===== src/rtl/pxs_pkg.sv =====
package pxs_pkg;
  localparam int BYTE_W       = 8;
  localparam int PIX_W        = 2;
  localparam int PIX_PER_BIT  = 2;
  localparam int PIX_PER_BYTE = BYTE_W * PIX_PER_BIT;
  localparam int WORD_W       = PIX_PER_BYTE * PIX_W;
  localparam int CNT_W        = $clog2(PIX_PER_BYTE);
  localparam int PAL_N        = 1 << PIX_W;

  typedef logic [PIX_W-1:0]  pix_t;
  typedef logic [WORD_W-1:0] word_t;
endpackage


===== src/rtl/pxs_expand.sv =====
module pxs_expand
  import pxs_pkg::*;
(
  input  logic [BYTE_W-1:0] byte_in,
  output word_t             word_out
);
  // Bit pair k (lowest-order first) carries byte bit BYTE_W-1-k.
  // Pixel 2k = {clk 0, d}, pixel 2k+1 = {clk 1, d}.
  for (genvar k = 0; k < BYTE_W; k++) begin : g_pair
    localparam int BASE = k * PIX_PER_BIT * PIX_W;
    assign word_out[BASE +: 4] = {1'b1, byte_in[BYTE_W-1-k], 1'b0, byte_in[BYTE_W-1-k]};
  end
endmodule


===== src/rtl/pxs_palette.sv =====
module pxs_palette
  import pxs_pkg::*;
#(
  parameter int PIN_W = 2
) (
  input  logic             clk,
  input  logic             rst_n,
  input  logic             lock,
  input  logic             we,
  input  pix_t             idx,
  input  logic [PIN_W-1:0] wdata,
  input  pix_t             pix,
  output logic [PIN_W-1:0] pins
);
  logic [PAL_N-1:0][PIN_W-1:0] ent_q, ent_d, ent_rst;
  logic                        ent_en;

  // Reset pattern: pin 0 follows code bit 1 (clock), pin 1 follows code bit 0 (data).
  for (genvar e = 0; e < PAL_N; e++) begin : g_rst
    localparam logic [PIX_W-1:0] CODE = PIX_W'(e);
    always_comb begin
      ent_rst[e]    = '0;
      ent_rst[e][0] = CODE[1];
      ent_rst[e][1] = CODE[0];
    end
  end

  assign ent_en = we && !lock;

  always_comb begin
    ent_d      = ent_q;
    ent_d[idx] = wdata;
  end

  always_ff @(posedge clk or negedge rst_n) begin
    if (!rst_n)      ent_q <= ent_rst;
    else if (ent_en) ent_q <= ent_d;
  end

  assign pins = ent_q[pix];

  // the palette is frozen while a byte is active or queued
  p_pal_locked_r5: assert property (@(posedge clk) disable iff (!rst_n)
    lock |=> $stable(ent_q));
endmodule


===== src/rtl/pxs_shifter.sv =====
module pxs_shifter
  import pxs_pkg::*;
(
  input  logic              clk,
  input  logic              rst_n,
  input  logic              pix_en,
  input  logic              in_valid,
  input  logic [BYTE_W-1:0] in_data,
  output logic              in_ready,
  output logic [BYTE_W-1:0] hold_byte,
  input  word_t             hold_word,
  output logic              busy,
  output logic              lock,
  output pix_t              pixel
);
  localparam logic [CNT_W-1:0] LAST = CNT_W'(PIX_PER_BYTE - 1);

  logic              active_q, active_d;
  logic [CNT_W-1:0]  pcnt_q, pcnt_d;
  word_t             shreg_q, shreg_d;
  logic              hold_v_q, hold_v_d;
  logic [BYTE_W-1:0] hold_q, hold_d;
  logic              take, last, load, hold_en, sh_en;

  assign take    = in_valid && !hold_v_q;
  assign last    = active_q && (pcnt_q == LAST);
  assign load    = pix_en && hold_v_q && (!active_q || last);
  assign hold_en = take || load;
  assign sh_en   = pix_en && (active_q || hold_v_q);

  always_comb begin
    hold_v_d = hold_v_q;
    hold_d   = hold_q;
    active_d = active_q;
    pcnt_d   = pcnt_q;
    shreg_d  = shreg_q;
    if (take) begin
      hold_v_d = 1'b1;
      hold_d   = in_data;
    end
    if (active_q) begin
      if (last) begin
        active_d = 1'b0;
      end else begin
        shreg_d = shreg_q >> PIX_W;
        pcnt_d  = pcnt_q + 1'b1;
      end
    end
    if (load) begin
      shreg_d  = hold_word;
      pcnt_d   = '0;
      active_d = 1'b1;
      hold_v_d = 1'b0;
    end
  end

  always_ff @(posedge clk or negedge rst_n) begin
    if (!rst_n) begin
      hold_v_q <= 1'b0;
      hold_q   <= '0;
    end else if (hold_en) begin
      hold_v_q <= hold_v_d;
      hold_q   <= hold_d;
    end
  end

  always_ff @(posedge clk or negedge rst_n) begin
    if (!rst_n) begin
      active_q <= 1'b0;
      pcnt_q   <= '0;
      shreg_q  <= '0;
    end else if (sh_en) begin
      active_q <= active_d;
      pcnt_q   <= pcnt_d;
      shreg_q  <= shreg_d;
    end
  end

  assign in_ready  = !hold_v_q;
  assign hold_byte = hold_q;
  assign busy      = active_q;
  assign lock      = active_q || hold_v_q;
  assign pixel     = active_q ? shreg_q[PIX_W-1:0] : '0;

  // without a pixel tick the shifter does not move
  p_stall_r3: assert property (@(posedge clk) disable iff (!rst_n)
    (active_q && !pix_en) |=> ($stable(shreg_q) && $stable(pcnt_q)));
  // a queued byte is neither lost nor overwritten before a tick
  p_hold_keep_r6: assert property (@(posedge clk) disable iff (!rst_n)
    (hold_v_q && !pix_en) |=> (hold_v_q && $stable(hold_q)));
  // a queued byte follows the last pixel with no idle pixel
  p_gapless_r7: assert property (@(posedge clk) disable iff (!rst_n)
    (last && pix_en && hold_v_q) |=> (active_q && pcnt_q == '0));
  // with nothing queued the last pixel ends the busy period
  p_retire_r8: assert property (@(posedge clk) disable iff (!rst_n)
    (last && pix_en && !hold_v_q) |=> !active_q);
  // inside a byte every tick advances one pixel
  p_advance_r10: assert property (@(posedge clk) disable iff (!rst_n)
    (active_q && pix_en && !last) |=> (active_q && pcnt_q == CNT_W'($past(pcnt_q) + 1'b1)));
endmodule


===== src/rtl/pxs_tx_top.sv =====
module pxs_tx_top
  import pxs_pkg::*;
#(
  parameter int PIN_W = 2
) (
  input  logic              clk,
  input  logic              rst_n,
  input  logic              pix_en,
  input  logic              in_valid,
  input  logic [BYTE_W-1:0] in_data,
  output logic              in_ready,
  input  logic              pal_we,
  input  logic [PIX_W-1:0]  pal_idx,
  input  logic [PIN_W-1:0]  pal_data,
  output logic              busy,
  output logic [PIN_W-1:0]  pins_out
);
  logic [1:0]        rst_sync_q;
  logic              rst_core_n;
  logic [BYTE_W-1:0] hold_byte;
  word_t             hold_word;
  pix_t              pixel;
  logic              lock;

  // Assert asynchronously, release on the clock.
  always_ff @(posedge clk or negedge rst_n) begin
    if (!rst_n) rst_sync_q <= '0;
    else        rst_sync_q <= {rst_sync_q[0], 1'b1};
  end
  assign rst_core_n = rst_sync_q[1];

  pxs_expand u_expand (
    .byte_in  (hold_byte),
    .word_out (hold_word)
  );

  pxs_shifter u_shifter (
    .clk       (clk),
    .rst_n     (rst_core_n),
    .pix_en    (pix_en),
    .in_valid  (in_valid),
    .in_data   (in_data),
    .in_ready  (in_ready),
    .hold_byte (hold_byte),
    .hold_word (hold_word),
    .busy      (busy),
    .lock      (lock),
    .pixel     (pixel)
  );

  pxs_palette #(.PIN_W(PIN_W)) u_palette (
    .clk   (clk),
    .rst_n (rst_core_n),
    .lock  (lock),
    .we    (pal_we),
    .idx   (pal_idx),
    .wdata (pal_data),
    .pix   (pixel),
    .pins  (pins_out)
  );
endmodule


===== config.mk =====
export PLATFORM = sky130hd
export DESIGN_NAME = pxs_tx_top
export DESIGN_NICKNAME = d
export VERILOG_FILES = /design/src/rtl/pxs_pkg.sv /design/src/rtl/pxs_expand.sv /design/src/rtl/pxs_palette.sv /design/src/rtl/pxs_shifter.sv /design/src/rtl/pxs_tx_top.sv
export SDC_FILE = /design/constraint.sdc
export NUM_CORES = 1
export LEC_CHECK = 0
export BUFFER_PORTS_ARGS = -buffer_cell sky130_fd_sc_hd__buf_2
export CORE_ASPECT_RATIO = 1.75
export CORE_MARGIN = 2
export CORE_UTILIZATION = 45
export DETAILED_ROUTE_END_ITERATION = 6
export HOLD_SLACK_MARGIN = 0.05
export PLACE_DENSITY = 0.63
export SLEW_MARGIN = 40
export SYNTH_ARGS = -nofsm -noshare
export SYNTH_HDL_FRONTEND = slang
export SYNTH_HIERARCHICAL = 1
export SYNTH_SLANG_ARGS = --single-unit

===== constraint.sdc =====
create_clock -name clk -period 2.3 [get_ports clk]
set_input_delay 0.69 -clock clk [delete_from_list [all_inputs] [get_ports clk]]
set_output_delay 0.69 -clock clk [all_outputs]
set_load 0.02 [all_outputs]

Word-level counts from Yosys, hierarchy flattened
Index checks and enable logic that the tools add are counted.
Operators by class
  reductions and logical operators: 18
  shift-type cells: 0
  divide/modulo/power cells: 0
  $lt $le $gt $ge: 3
  muxes and demuxes: 17
  bitwise gates (word level): 0
  multipliers: 0
  add/sub/neg operators: 1
  eq/ne operators: 2
Operators by type and width (number)
  $mux 32: 3
  $mux 4: 3
  $bwmux 8: 1
  $logic_and 1x1->1: 7
  $lt 2x3->1 const B: 2
  $mux 2: 3
  $mux 1: 5
  $add 4x1->4 const B: 1
  $bmux 2 s2: 1
  $demux 2 s2: 1
  $eq 4x4->1 const B: 1
  $reduce_and 2->1: 2
  $reduce_bool 2->1: 2
  $logic_not 1->1: 3
  $logic_or 1x1->1: 3
  $reduce_and 3->1: 1
  $ge 2x1->1 const B: 1
  $ne 2x2->1 const B: 1
Word-level totals
  ROM bits: 0
  memories: 0
  flip-flop bits (word level): 56
  input port bits: 17
  latch bits: 0
  bits in writable memories: 0
  logic and storage cells: 51
  output and inout port bits: 4

Logic depth before layout (Yosys ltp)
  word-level depth: 6
  depth in mapped cells: 6
  depth with buffers taken out: 4

Modules after synthesis
Netlist, hierarchy kept.
By module, submodules not included
  pxs_shifter: cells an instance 172, area an instance 2183.3 sq um, sequential area each 1151.1 sq um, times used 1
  pxs_palette: cells an instance 22, area an instance 389.1 sq um, sequential area each 205.2 sq um, times used 1
  pxs_expand: cells an instance 34, area an instance 247.7 sq um, sequential area each 0.0 sq um, times used 1
  pxs_tx_top: cells an instance 3, area an instance 53.8 sq um, sequential area each 50.0 sq um, times used 1

Worst setup path after synthesis
OpenSTA, ideal clock, no wires.
  kind: register to output
  from: reg u_shifter.active_q (netlist: u_shifter/busy)
  to: out pins_out[0]
  data arrival time: 1298 ps
  path slack: 312 ps
  data required time: 1610 ps
  path buffers: 0
  cell stages (with the launch flop): 3
  path through: dfrtp_1 and2_1 mux4_2
Between the ends
  word-level cells in the longest chain between the ends: 3
RTL lines
  start: declaration: line pxs_shifter.sv:18  | logic active_q, active_d;
  start signal: assignment: line pxs_shifter.sv:73  | active_q <= active_d;
  $mux 2: line pxs_shifter.sv:83  | assign pixel = active_q ? shreg_q[PIX_W-1:0] : '0;
  net pixel[0]: line pxs_tx_top.sv:22  | pix_t pixel;
  $bmux 2 s2: line pxs_palette.sv:40  | assign pins = ent_q[pix];
  $mux 2 (implied by the code): line pxs_palette.sv:40
  end: declaration: line pxs_tx_top.sv:16  | output logic [PIN_W-1:0] pins_out
The timed path passes the listed nets, and every way through them passes these cells. The select of a mux whose other input is x is not followed.

Final worst setup path
  from: reg u_shifter.active_q (netlist: u_shifter/busy)
  to: out pins_out[1]
Same word-level chain as after synthesis.

==> metrics.md <==
| Metric | Value |
|---|---|
| Area share of the largest cell type after synthesis | 45.28% |
| Synth Flop Type | dfrtp_1 |
| Pwr Density | 895.0 nW/µm² |
| Static Leak | 1.211 nW |
| CTS tree | built |
| Met2 usage in global routing | 26.93% |
| VDD IR max | 0.5981 mV |
| GRT met1 Usage | 21.54% |
| Die Wd | 64.41 µm |
| Cells after synthesis | 231 |
| Internal power | 1.882 mW |
| Gpl congestion | 0.7305 |
| WL/cell | 16.49 µm |
| Post-Route Utilization | 48.14% |
| Hold-fix buffers, CTS | 0 |
| Worst path required time | 1.61 ns |
| Floorplan row count | 38 |
| Setup violators final | 0 |
| Met3 Usage GRT | 3.378% |
| Max cap viols | 0 |
| Slew @ Worst Pin | 0.7275 ns |
| Arr. time, crit path | 1.53 ns |
| PortBufs | 20 |
| Final #Nets | 252 |
| Placed inst area | 2863 µm² |
| Post-synthesis area per instance | 12.44 µm² |
| Critical path peak fanout | 3 |
| Max_slew headroom | 51.31% |
| Hold violation total from the final report | 0 |
| Core ar. | 6181 µm² |
| Crit path launch type | flip-flop |
| Vias post-DR | 1757 |
| Fill count | 588 |
| Fin. max-slew vios | 0 |
| Routed wire length | 5.195 mm |
| R2R setup slack | 0.42 ns |
| Syn-to-layout area delta | 3.526% |
| I/O Pins | 21 |
| Num CTS Buffers | 5 |
| Largest net degree at the start of global routing | 55 |
| DP HPWL | 3.321 mm |
| Post-synthesis sequential area ratio | 48.93% |
| Setup tns final | 0 ns |
| CTS Sinks | 56 |
| Full die area | 7067 µm² |
| Initial DRC count | 56 |
| Grt ovf | 0 |
| Crit-path cells | and2_4 > mux4_2 > buf_2 |
| Die Ht | 109.7 µm |
| Crit path kind | reg -> out |
| Antenna diode count | 0 |
| Sw Ratio | 29.34% |
| Starting density of the core | 46.50% |
| Yosys top cell by area | dfrtp_1 |
| First-pass GRT wire length | 8.838 mm |
| Share of total power in combinational logic | 24.4% |
| Ys async rst share | 100.0% |
| Root Buffer | clkbuf_8 |
| Clock Tree Buf Depth | 2 |
| Clock share of power | 21.2% |
| Buf/Inv on CP | 1 |
| CTS H-Tree Depth | 2 |
| CP top delay family | multiplexers |
| Syn. warnings | 6 |
| Final period utilization | 96.61% |
| Post-synthesis cell type count | 44 |
| Max Freq | 450.0 MHz |
| Critical Path Sink Type | output pin |
| Sw Pwr | 0.7813 mW |
| Antenna Nets Post-Route | 0 |
| RSZ-0062 raised after global routing | no |
| Flops & latches, synth | 56 |
| Status | completed |
| Pre-Repair DR Iteration Count | 4 |
| Clock transition at path regs | 0.10 ns |
| Final instance area | 2975 µm² |
| Minimum clock period | 2.222 ns |
| CP max stage delay | 0.48 ns |
| Clock latency on the worst-skew pair | 0.32 ns |
| Worst Skew | 0.01136 ns |
| Hold crit path type | in -> async |
| Via density | 5.578 |
| Vias in the first global route | 1714 |
| GR peak layer | met2 |
| Slowest cell on the critical path | mux4_2 |
| Reg power frac | 54.4% |
| Fraction of layout cells with a size suffix above 1 | 39.57% |
| Initial antenna violation count | 0 |
| Post-synth EDFFs | 0 |
| Tot Pwr | 2.663 mW |
| Synth area leaders | dfrtp_1 (45%), o221a_2 (9.8%), buf_4 (8.4%) |
| Drt drc | 0 |
| Total track usage | 16.56% |
| Cell Area, Synth | 2874 µm² |
[flip-flops by register name (all words and copies together), names as in the netlist]
register / cells
u_shifter/shreg_q: 32
u_palette/ent_q: 8
u_shifter/hold_byte: 8
u_shifter/busy: 1
u_shifter/hold_v_q: 1
rst_sync_q: 2
u_shifter/pcnt_q: 4
[worst reg2reg max path: cells and delay by family, from the launching register on]
kind,cells,cell delay (ns)
adders and majority gates,1,0.25
AOI/OAI and AO/OA,2,0.93
DFF,1,0.42
and+or+nand+nor,1,0.21
[logic make-up (layout without fill, tap and decap cells)]
| kind of cell | count (synthesis) | after routing | share of synthesized area (%) |
|---|---|---|---|
| AOI/OAI and AO/OA | 48 | 48 | 17.20 |
| adders and majority gates | 1 | 1 | 0.4353 |
| buffers and inverters | 51 | 41 | 11.71 |
| DFF | 56 | 56 | 48.93 |
| muxes | 18 | 18 | 7.836 |
| other | 3 | 17 | 0.3918 |
| and+or+nand+nor | 54 | 54 | 13.50 |
[per-layer routing]
| metal | part of all wire, % | vias to the layer above |
|---|---|---|
| met5 | 0 | - |
| met4 | 1.7 | 0 |
| met3 | 3.0 | 6 |
| met2 | 51 | 35 |
| met1 | 44 | 893 |
| li1 | - | 823 |
[per-stage QoR]
| stage | cells | hold WS, ns | worst slack [ns] |
|---|---|---|---|
| 4_1_cts | 315 | 0.1233 | 0.04794 |
| 6_report | 315 | 0.1357 | 0.07798 |
| 2_1_floorplan | 245 | 0.3312 | 0.3118 |
| 3_5_place_dp | 305 | 0.3402 | 0.1806 |
| 3_3_place_gp | 305 | 0.3380 | 0.1716 |
| 5_1_grt | 315 | 0.1111 | 0.02030 |
[power groups by stage]
| stage | sequential, mW | combinational [mW] | clock (mW) |
|---|---|---|---|
| finish | 1.45 | 0.651 | 0.563 |
| CTS | 1.45 | 0.659 | 0.590 |
| global placement | 1.47 | 0.623 | 0 |
| floorplan | 1.42 | 0.675 | 0 |
| global route | 1.49 | 0.712 | 0.633 |
| detailed placement | 1.47 | 0.643 | 0 |
[path summary, 6_finish.rpt]
check                                               endpoint  depth (start not counted)                       startpoint
hold reg to reg                      rst_sync_q[1]$_DFF_PN0_                          0          rst_sync_q[0]$_DFF_PN0_
max in group asynchronous         u_shifter/busy$_DFFE_PN0P_                          1          rst_sync_q[1]$_DFF_PN0_
min in group clk                     rst_sync_q[1]$_DFF_PN0_                          0          rst_sync_q[0]$_DFF_PN0_
setup / recovery                                 pins_out[1]                          3       u_shifter/busy$_DFFE_PN0P_
hold / removal                       rst_sync_q[1]$_DFF_PN0_                          1                            rst_n
setup reg to reg           u_shifter/shreg_q[26]$_DFFE_PN0P_                          4  u_shifter/pcnt_q[0]$_DFFE_PN0P_
[final cells by class]
type	instances	area (µm²)	area share, %
Sequential cell	56	1409	47.35
Multi-Input combinational cell	138	1194	40.12
Timing Repair Buffer	28	160.2	5.383
Tap cell	80	100.1	3.364
Clock buffer	5	68.82	2.313
Clock inverter	3	25.02	0.8410
Inverter	5	18.77	0.6308
[synth_stat cells, types with 2 or more instances]
| cell type | count |
|---|---|
| inv_1 | 5 |
| conb_1 | 3 |
| mux2_1 | 4 |
| clkbuf_1 | 6 |
| a22o_2 | 2 |
| dfstp_2 | 4 |
| o221a_2 | 25 |
| dfrtp_1 | 52 |
| o221a_1 | 2 |
| buf_4 | 32 |
| nor2_1 | 5 |
| buf_2 | 5 |
| o21ai_0 | 5 |
| mux2_2 | 12 |
| nand3_1 | 2 |
| o22ai_1 | 3 |
| and2_1 | 3 |
| o41ai_2 | 3 |
| nor3_1 | 4 |
| and4bb_1 | 2 |
| nand3b_1 | 27 |
| mux4_2 | 2 |
| buf_6 | 2 |
[cells in the final DEF, fill, tap and decap left out, types with 2 or more instances in the layout]
cell type,Yosys,layout
nor3_1,4,4
buf_4,32,8
and4bb_1,2,2
conb_1,3,17
clkbuf_8,0,5
dfrtp_2,0,2
o221a_2,25,25
buf_2,5,20
nand3_1,2,2
a22o_2,2,2
dfrtp_1,52,50
nor2_1,5,5
and2_1,3,2
mux4_2,2,2
mux2_1,4,4
o221a_1,2,2
mux2_2,12,12
nand3b_1,27,27
inv_6,0,2
o21ai_0,5,5
o22ai_1,3,3
o41ai_2,3,3
dfstp_2,4,4
inv_1,5,5
[timing repair]
| action | 4_1_cts | 5_1_grt |
|---|---|---|
| buffers inserted | 2 | 0 |
| setup endpoints to repair | 2 | 0 |
| resized for setup | 2 | 0 |
No activity file was read; power rests on OpenSTA's default activity.
